$ cat src/rtl/dual_fifo_wm.sv
module dual_fifo_wm #(
  parameter int DW    = 8,
  parameter int DEPTH = 8,
  localparam int AW   = $clog2(DEPTH),
  localparam int CW   = AW + 1
) (
  input  logic          clk,
  input  logic          rst_n,
  input  logic          tx_wr,
  input  logic [DW-1:0] tx_wdata,
  input  logic          tx_pop,
  output logic [DW-1:0] tx_rdata,
  input  logic          rx_push,
  input  logic [DW-1:0] rx_wdata,
  input  logic          rx_rd,
  output logic [DW-1:0] rx_rdata,
  input  logic          trig_we,
  input  logic [AW-1:0] trig_tx,
  input  logic [AW-1:0] trig_rx,
  input  logic [1:0]    ien_set,
  input  logic [1:0]    ien_clr,
  input  logic [1:0]    err_clr,
  input  logic          dma_we,
  input  logic [1:0]    dma_en_d,
  output logic [CW-1:0] tx_count,
  output logic [CW-1:0] rx_count,
  output logic          tx_empty,
  output logic          tx_not_full,
  output logic          rx_not_empty,
  output logic          rx_full,
  output logic          tx_lvl_hit,
  output logic          rx_lvl_hit,
  output logic [1:0]    irq_en,
  output logic          irq,
  output logic          tx_ovf,
  output logic          rx_udf,
  output logic          dma_tx_req,
  output logic          dma_rx_req
);
  localparam logic [CW-1:0] FULL = CW'(DEPTH);
  localparam logic [AW-1:0] LAST = AW'(DEPTH - 1);

  logic [DW-1:0] tx_mem [DEPTH];
  logic [DW-1:0] rx_mem [DEPTH];
  logic [AW-1:0] tx_wp, tx_rp, rx_wp, rx_rp;
  logic [AW-1:0] lvl_tx, lvl_rx;
  logic [1:0]    dma_en;
  logic          tx_do_w, tx_do_r, rx_do_w, rx_do_r;

  assign tx_do_w = tx_wr   & (tx_count != FULL);
  assign tx_do_r = tx_pop  & (tx_count != '0);
  assign rx_do_w = rx_push & (rx_count != FULL);
  assign rx_do_r = rx_rd   & (rx_count != '0);

  always_ff @(posedge clk)
    if (tx_do_w) tx_mem[tx_wp] <= tx_wdata;

  always_ff @(posedge clk)
    if (rx_do_w) rx_mem[rx_wp] <= rx_wdata;

  always_ff @(posedge clk or negedge rst_n) begin
    if (!rst_n) begin
      tx_wp    <= '0;
      tx_rp    <= '0;
      tx_count <= '0;
      tx_ovf   <= 1'b0;
    end else begin
      if (tx_do_w) tx_wp <= (tx_wp == LAST) ? '0 : tx_wp + 1'b1;
      if (tx_do_r) tx_rp <= (tx_rp == LAST) ? '0 : tx_rp + 1'b1;
      tx_count <= tx_count + {{AW{1'b0}}, tx_do_w} - {{AW{1'b0}}, tx_do_r};
      tx_ovf   <= (tx_ovf & ~err_clr[0]) | (tx_wr & ~tx_not_full);
    end
  end

  always_ff @(posedge clk or negedge rst_n) begin
    if (!rst_n) begin
      rx_wp    <= '0;
      rx_rp    <= '0;
      rx_count <= '0;
      rx_udf   <= 1'b0;
    end else begin
      if (rx_do_w) rx_wp <= (rx_wp == LAST) ? '0 : rx_wp + 1'b1;
      if (rx_do_r) rx_rp <= (rx_rp == LAST) ? '0 : rx_rp + 1'b1;
      rx_count <= rx_count + {{AW{1'b0}}, rx_do_w} - {{AW{1'b0}}, rx_do_r};
      rx_udf   <= (rx_udf & ~err_clr[1]) | (rx_rd & ~rx_not_empty);
    end
  end

  always_ff @(posedge clk or negedge rst_n) begin
    if (!rst_n) begin
      lvl_tx <= '0;
      lvl_rx <= '0;
      irq_en <= '0;
      dma_en <= '0;
    end else begin
      if (trig_we) begin
        lvl_tx <= trig_tx;
        lvl_rx <= trig_rx;
      end
      if (dma_we) dma_en <= dma_en_d;
      irq_en <= (irq_en | ien_set) & ~ien_clr;
    end
  end

  assign tx_rdata     = tx_mem[tx_rp];
  assign rx_rdata     = rx_mem[rx_rp];
  assign tx_empty     = (tx_count == '0);
  assign tx_not_full  = (tx_count != FULL);
  assign rx_not_empty = (rx_count != '0);
  assign rx_full      = (rx_count == FULL);
  assign tx_lvl_hit   = (tx_count <= {1'b0, lvl_tx});
  assign rx_lvl_hit   = (rx_count >  {1'b0, lvl_rx});
  assign irq          = |(irq_en & {rx_lvl_hit, tx_lvl_hit});
  assign dma_tx_req   = dma_en[0] & tx_not_full;
  assign dma_rx_req   = dma_en[1] & rx_not_empty;
endmodule

$ cat config.mk
export PLATFORM = sky130hd
export DESIGN_NAME = dual_fifo_wm
export DESIGN_NICKNAME = d
export VERILOG_FILES = /design/src/rtl/dual_fifo_wm.sv
export SDC_FILE = /design/constraint.sdc
export NUM_CORES = 1
export LEC_CHECK = 0
export CORE_AREA = 2 2 104 106
export DETAILED_ROUTE_END_ITERATION = 10
export DIE_AREA = 0 0 106 108
export DONT_BUFFER_PORTS = 1
export PLACE_DENSITY = 0.87
export RECOVER_POWER = 100
export SYNTH_ARGS = -nofsm -noshare
export SYNTH_HDL_FRONTEND = slang
export SYNTH_SLANG_ARGS = --single-unit
$ cat constraint.sdc
create_clock -name clk -period 4.45 [get_ports clk]
set_input_delay 0.89 -clock clk [delete_from_list [all_inputs] [get_ports clk]]
set_output_delay 0.89 -clock clk [all_outputs]
set_load 0.01 [all_outputs]
Word level (Yosys, flattened, before mapping):

Memories as Yosys holds them, arrays and structs flattened.
Cells that the tools add are included.

* register bits after elaboration: 32
* RAM bits: 128
* output and inout port bits: 37
* logic and storage cells: 63
* memories: 2

* add/sub/neg operators: 8
* magnitude comparators: 2
* equal/unequal tests: 7
* mux-type cells: 8
* bitwise gates (word level): 20
* reduce and logical (&&, ||, !) cells: 4

Memory list
* rx_mem: depth 8, bits a word 8, rd ports 1, clocked after Yosys merged registers in 0, wr ports 1, line 44 `logic [DW-1:0] rx_mem [DEPTH];`
* tx_mem: depth 8, bits a word 8, rd ports 1, clocked after Yosys merged registers in 0, wr ports 1, line 43 `logic [DW-1:0] tx_mem [DEPTH];`

Operators by type and width (count)
* adder 3 x 1 -> 3 bit, second input constant: 4
* equality test 3 bit, second input constant: 4
* two-way mux 3 bit: 4
* bitwise AND 1 bit: 10
* adder 4 x 1 -> 4 bit: 2
* != test 4 bit, second input constant: 2
* nonzero test 4 bit: 2
* subtractor 4 x 1 -> 4 bit: 2
* bitwise AND 2 bit: 2
* equality test 4 bit, second input constant: 1
* greater-than comparator 4 x 3 -> 1 bit: 1
* <= comparator 4 x 3 -> 1 bit: 1
* logical NOT 4 bit: 1
* two-way mux 1 bit: 4
* inverter 1 bit: 4
* inverter 2 bit: 1
* OR 1 bit: 2
* OR 2 bit: 1
* OR reduction 2 bit: 1

Logic depth before layout (Yosys ltp):

* depth in word-level cells: 4
* depth in mapped cells: 11
* mapped depth without buffers: 11

Worst setup path after synthesis:

No wires, ideal clock.

* path kind: reg-to-reg
* start point: register rx_count[2]
* end point: register rx_count[2]
* arrival: 2.335 ns
* data required time: 4.327 ns
* setup slack: 1.992 ns
* cell stages (with the launch flop): 12
* path buffers: 0
* clock period less this slack: 2.458 ns
* cells stage by stage: dfrtp_1 inv_1 ha_1 or3b_2 nand2_1 inv_1 ha_1 inv_1 ha_1 inv_1 fa_1 xnor2_1

RTL lines
* start: declaration: line 26 `output logic [CW-1:0] rx_count,`
* start signal: assignment: line 84 `rx_count <= rx_count + {{AW{1'b0}}, rx_do_w} - {{AW{1'b0}}, rx_do_r};`
* nonzero test 4 bit
* net rx_not_empty: line 29 `output logic rx_not_empty,`
* bitwise AND 1 bit: line 53 `assign rx_do_r = rx_rd & (rx_count != '0);`
* net rx_do_r: line 48 `logic tx_do_w, tx_do_r, rx_do_w, rx_do_r;`
* subtractor 4 x 1 -> 4 bit: line 84

The timed path passes the listed nets, and every way through them passes these cells.
A chain may end at the register's enable or synchronous reset.

Worst setup path after layout:

* start point: register tx_rp[0]
* end point: output tx_rdata[5]

* word-level cells in the longest chain between the ends: 1

Ends and longest elaborated chain
* start: declaration: line 45 `logic [AW-1:0] tx_wp, tx_rp, rx_wp, rx_rp;`
* start signal: assignment: line 69 `if (tx_do_r) tx_rp <= (tx_rp == LAST) ? '0 : tx_rp + 1'b1;`
* memory read (8 x 8 bit)
* end: declaration: line 12 `output logic [DW-1:0] tx_rdata,`

Every way passes these cells.

==> impl_metrics.py <==
metrics = {
    "sta": {
        "hold_viol": 0,
        "setup_viol": 0,
        "fmax_mhz": 289.1,
        "slew_headroom_pct": 33.58,
        "period_needed_ps": 3459,
        "drv_slew": 0,
        "fin_setup_tns_ps": 0,
        "worstMarginPinSlew_ps": 996.3,
        "fin_crit_sh_pct": 77.72,
        "rsz0062_at_grt": "no",
        "finClkSkew_ps": 6.763,
    },
    "global_routing": {
        "antenna_found_initial": 0,
        "grt_pass1_wl_microns": 19030,
        "grt_pass1_vias": 3593,
        "grt_usage_pct": 23.28,
        "grt-ovfl-total": 0,
        "grt_max_degree": 33,
    },
    "power_and_ir_drop": {
        "vdd_drop_max_uv": 414.3,
        "p_int_w": 0.003367,
        "p_sw_share_pct": 31.08,
        "p_sw_w": 0.001519,
        "combPwrFrac_pct": 25.4,
        "pwr-share-clk_pct": 27.9,
        "p_leak_nw": 2.708,
        "p_per_area_nw_per_um2": 658.5,
        "total_power_w": 0.004886,
        "seq_power_share_pct": 46.7,
    },
    "clock_network": {
        "cts_resized": 0,
        "clk_latency_ps": 530,
        "post_cts_buffers": 0,
        "htree_num_levels": 4,
        "clockBufferDepth": 2,
        "cts_sinks": 160,
        "path_clk_slew_ps": 60,
        "holdBufCountCts": 0,
        "cts_tree": "built",
        "cts-buffers-inserted": 17,
        "root_buffer": "clkbuf_8",
    },
    "die": {
        "die_area_sq_um": 11450,
        "design.core.area_sq_um": 10230,
        "io_pins": 75,
        "die_y_microns": 108,
        "initial_utilization_pct": 66.55,
        "dieWidth_microns": 106,
        "rows": 37,
    },
    "synth": {
        "synthCells": 364,
        "synth_top_area_cell": "edfxtp_1",
        "yosysWarnings": 0,
        "yosysSeqAreaShare_pct": 68.21,
        "avgSynthCellArea_sq_um": 18.71,
        "ys_types": 37,
        "synth_ff_type": "edfxtp_1",
        "synth_area_sq_um": 6809,
        "synth_most_common_cell": "edfxtp_1",
        "ys_async_sr_fraction_pct": 20.00,
        "synth_edf_count": 128,
        "synthesis.nets": 430,
        "synth_common_cells": "edfxtp_1 (128), dfrtp_1 (32), inv_1 (27)",
        "synth_area_leaders": "edfxtp_1 (56%), dfrtp_1 (12%), mux4_1 (6.2%)",
        "synth.top_cell.area_share_pct": 56.45,
        "ys_seq_elements": 160,
    },
    "placed_design": {
        "portBuffers": 0,
        "hpwl_microns": 7509,
        "routabilityCongestion": 0.7260,
        "placedCellCount": 498,
    },
    "finish": {
        "fin_cells": 530,
        "insertedDiodeCount": 0,
        "nNetsFinal": 447,
        "multiInputGateArea_sq_um": 1903,
        "final_util_pct": 72.52,
        "syn2layout_area_growth_pct": 8.967,
        "drive_gt1_share_pct": 15.99,
        "fill_cells": 603,
        "ff_latch_area_sq_um": 4644,
    },
    "drt": {
        "dr.pass1.iters": 6,
        "detail-route-antenna-nets": 0,
        "wirelength_microns": 11850,
        "drtIter0Drc": 197,
        "vias": 3219,
        "vias_per_cell": 6.074,
        "post-route-drc-count": 0,
        "routedWlPerCell_microns": 22.35,
    },
    "critical_path": {
        "cp-start-kind": "register",
        "cp_num_buf_inv": 0,
        "critPathTopFamily": "multiplexers",
        "cp.arrival_ps": 2570,
        "crit_required_ps": 3560,
        "crit_slowest_cell": "dfrtp_1",
        "slowest_delay_ps": 1000,
        "crit_chain": "mux4_1, mux2_1",
        "end_kind": "output pin",
        "worstPathMaxFanout": 19,
        "ff2ff_setup_slack_ps": 1730,
        "worstSetupPathType": "register to output pin",
    },
    "worst_hold_path": {
        "min_path_type": "primary input to asynchronous set/reset pin",
    },
    "flow_run": {
        "maxCapViolCount": 0,
    },
    "run_status": {
        "outcome": "finished clean",
    },
}
[cells in the final DEF (no fill, tap or decap), types with 4 or more instances in the layout]
cell type	netlist	routed
mux4_2	16	16
inv_1	27	27
edfxtp_1	128	128
clkinvlp_4	0	5
mux4_1	16	16
nor3_1	9	9
mux2_2	16	16
clkbuf_16	0	16
nand2b_1	6	6
clkbuf_1	4	13
ha_1	26	26
nand2_1	8	10
mux2_1	0	16
dfrtp_1	32	32
o21ai_0	4	4
nor2_1	18	18
[layer usage]
metal	track usage (%)	part of all wire, %
met4	9.211	1.7
met2	38.06	52
met3	7.595	7.5
met1	29.45	39
met5	0	0
[cells by family (layout without fill, tap and decap cells)]
| kind of cell | Yosys count | in the layout | share of synthesized area [%] |
|---|---|---|---|
| DFF | 160 | 160 | 68.21 |
| and+or+nand+nor | 55 | 55 | 4.024 |
| muxes | 64 | 64 | 17.64 |
| xor gates and xnor gates | 4 | 4 | 0.5146 |
| AOI/OAI and AO/OA | 14 | 14 | 1.360 |
| adders and majority gates | 28 | 28 | 5.366 |
| buffers and inverters | 39 | 69 | 2.885 |
[state kept, by name, summed over array words and instances, names as in the netlist, 4 cells and up]
register  cells
rx_count      4
rx_mem       64
tx_count      4
tx_mem       64
[per-stage QoR]
step | hold WS, ps | setup WS, ps | area, sq um
floorplan | 472.0 | 1992 | 6809
global placement | 486.3 | 1607 | 6959
detailed placement | 510.0 | 1546 | 6959
CTS | 22.32 | 935.8 | 7522
global route | 17.37 | 811.6 | 7420
finish | 52.61 | 991.3 | 7420
[final timing paths]
path / start / depth (start not counted) / to
worst max-delay path: tx_rp[0]$_DFFE_PN0P_ / 2 / tx_rdata[5]
worst min-delay path: rst_n / 0 / rx_count[2]$_DFF_PN0_
worst max register to register: tx_count[2]$_DFF_PN0_ / 10 / tx_count[2]$_DFF_PN0_
worst min register to register: lvl_tx[0]$_DFFE_PN0P_ / 1 / lvl_tx[0]$_DFFE_PN0P_
max in group asynchronous: rst_n / 0 / tx_rp[1]$_DFFE_PN0P_
min in group clk: ien_clr[0] / 1 / irq_en[0]$_DFF_PN0_
[power by group through the flow]
stage	logic (W)	registers (W)	clock network, W
final	0.00124	0.00228	0.00136
after global routing	0.00138	0.00234	0.00145
after CTS	0.00140	0.00230	0.00140
after global placement	0.00130	0.00230	0
after detailed placement	0.00138	0.00232	0
after floorplan	0.00134	0.00208	0
[cell type report]
cell class | count | area share, %
inverter | 27 | 1.366
multi-input combinational | 165 | 25.65
clock inverter | 12 | 1.855
clock buffer | 20 | 5.734
tap | 136 | 2.293
sequential | 160 | 62.60
timing repair buffer | 10 | 0.5059
(Power assumes the default switching activity.)
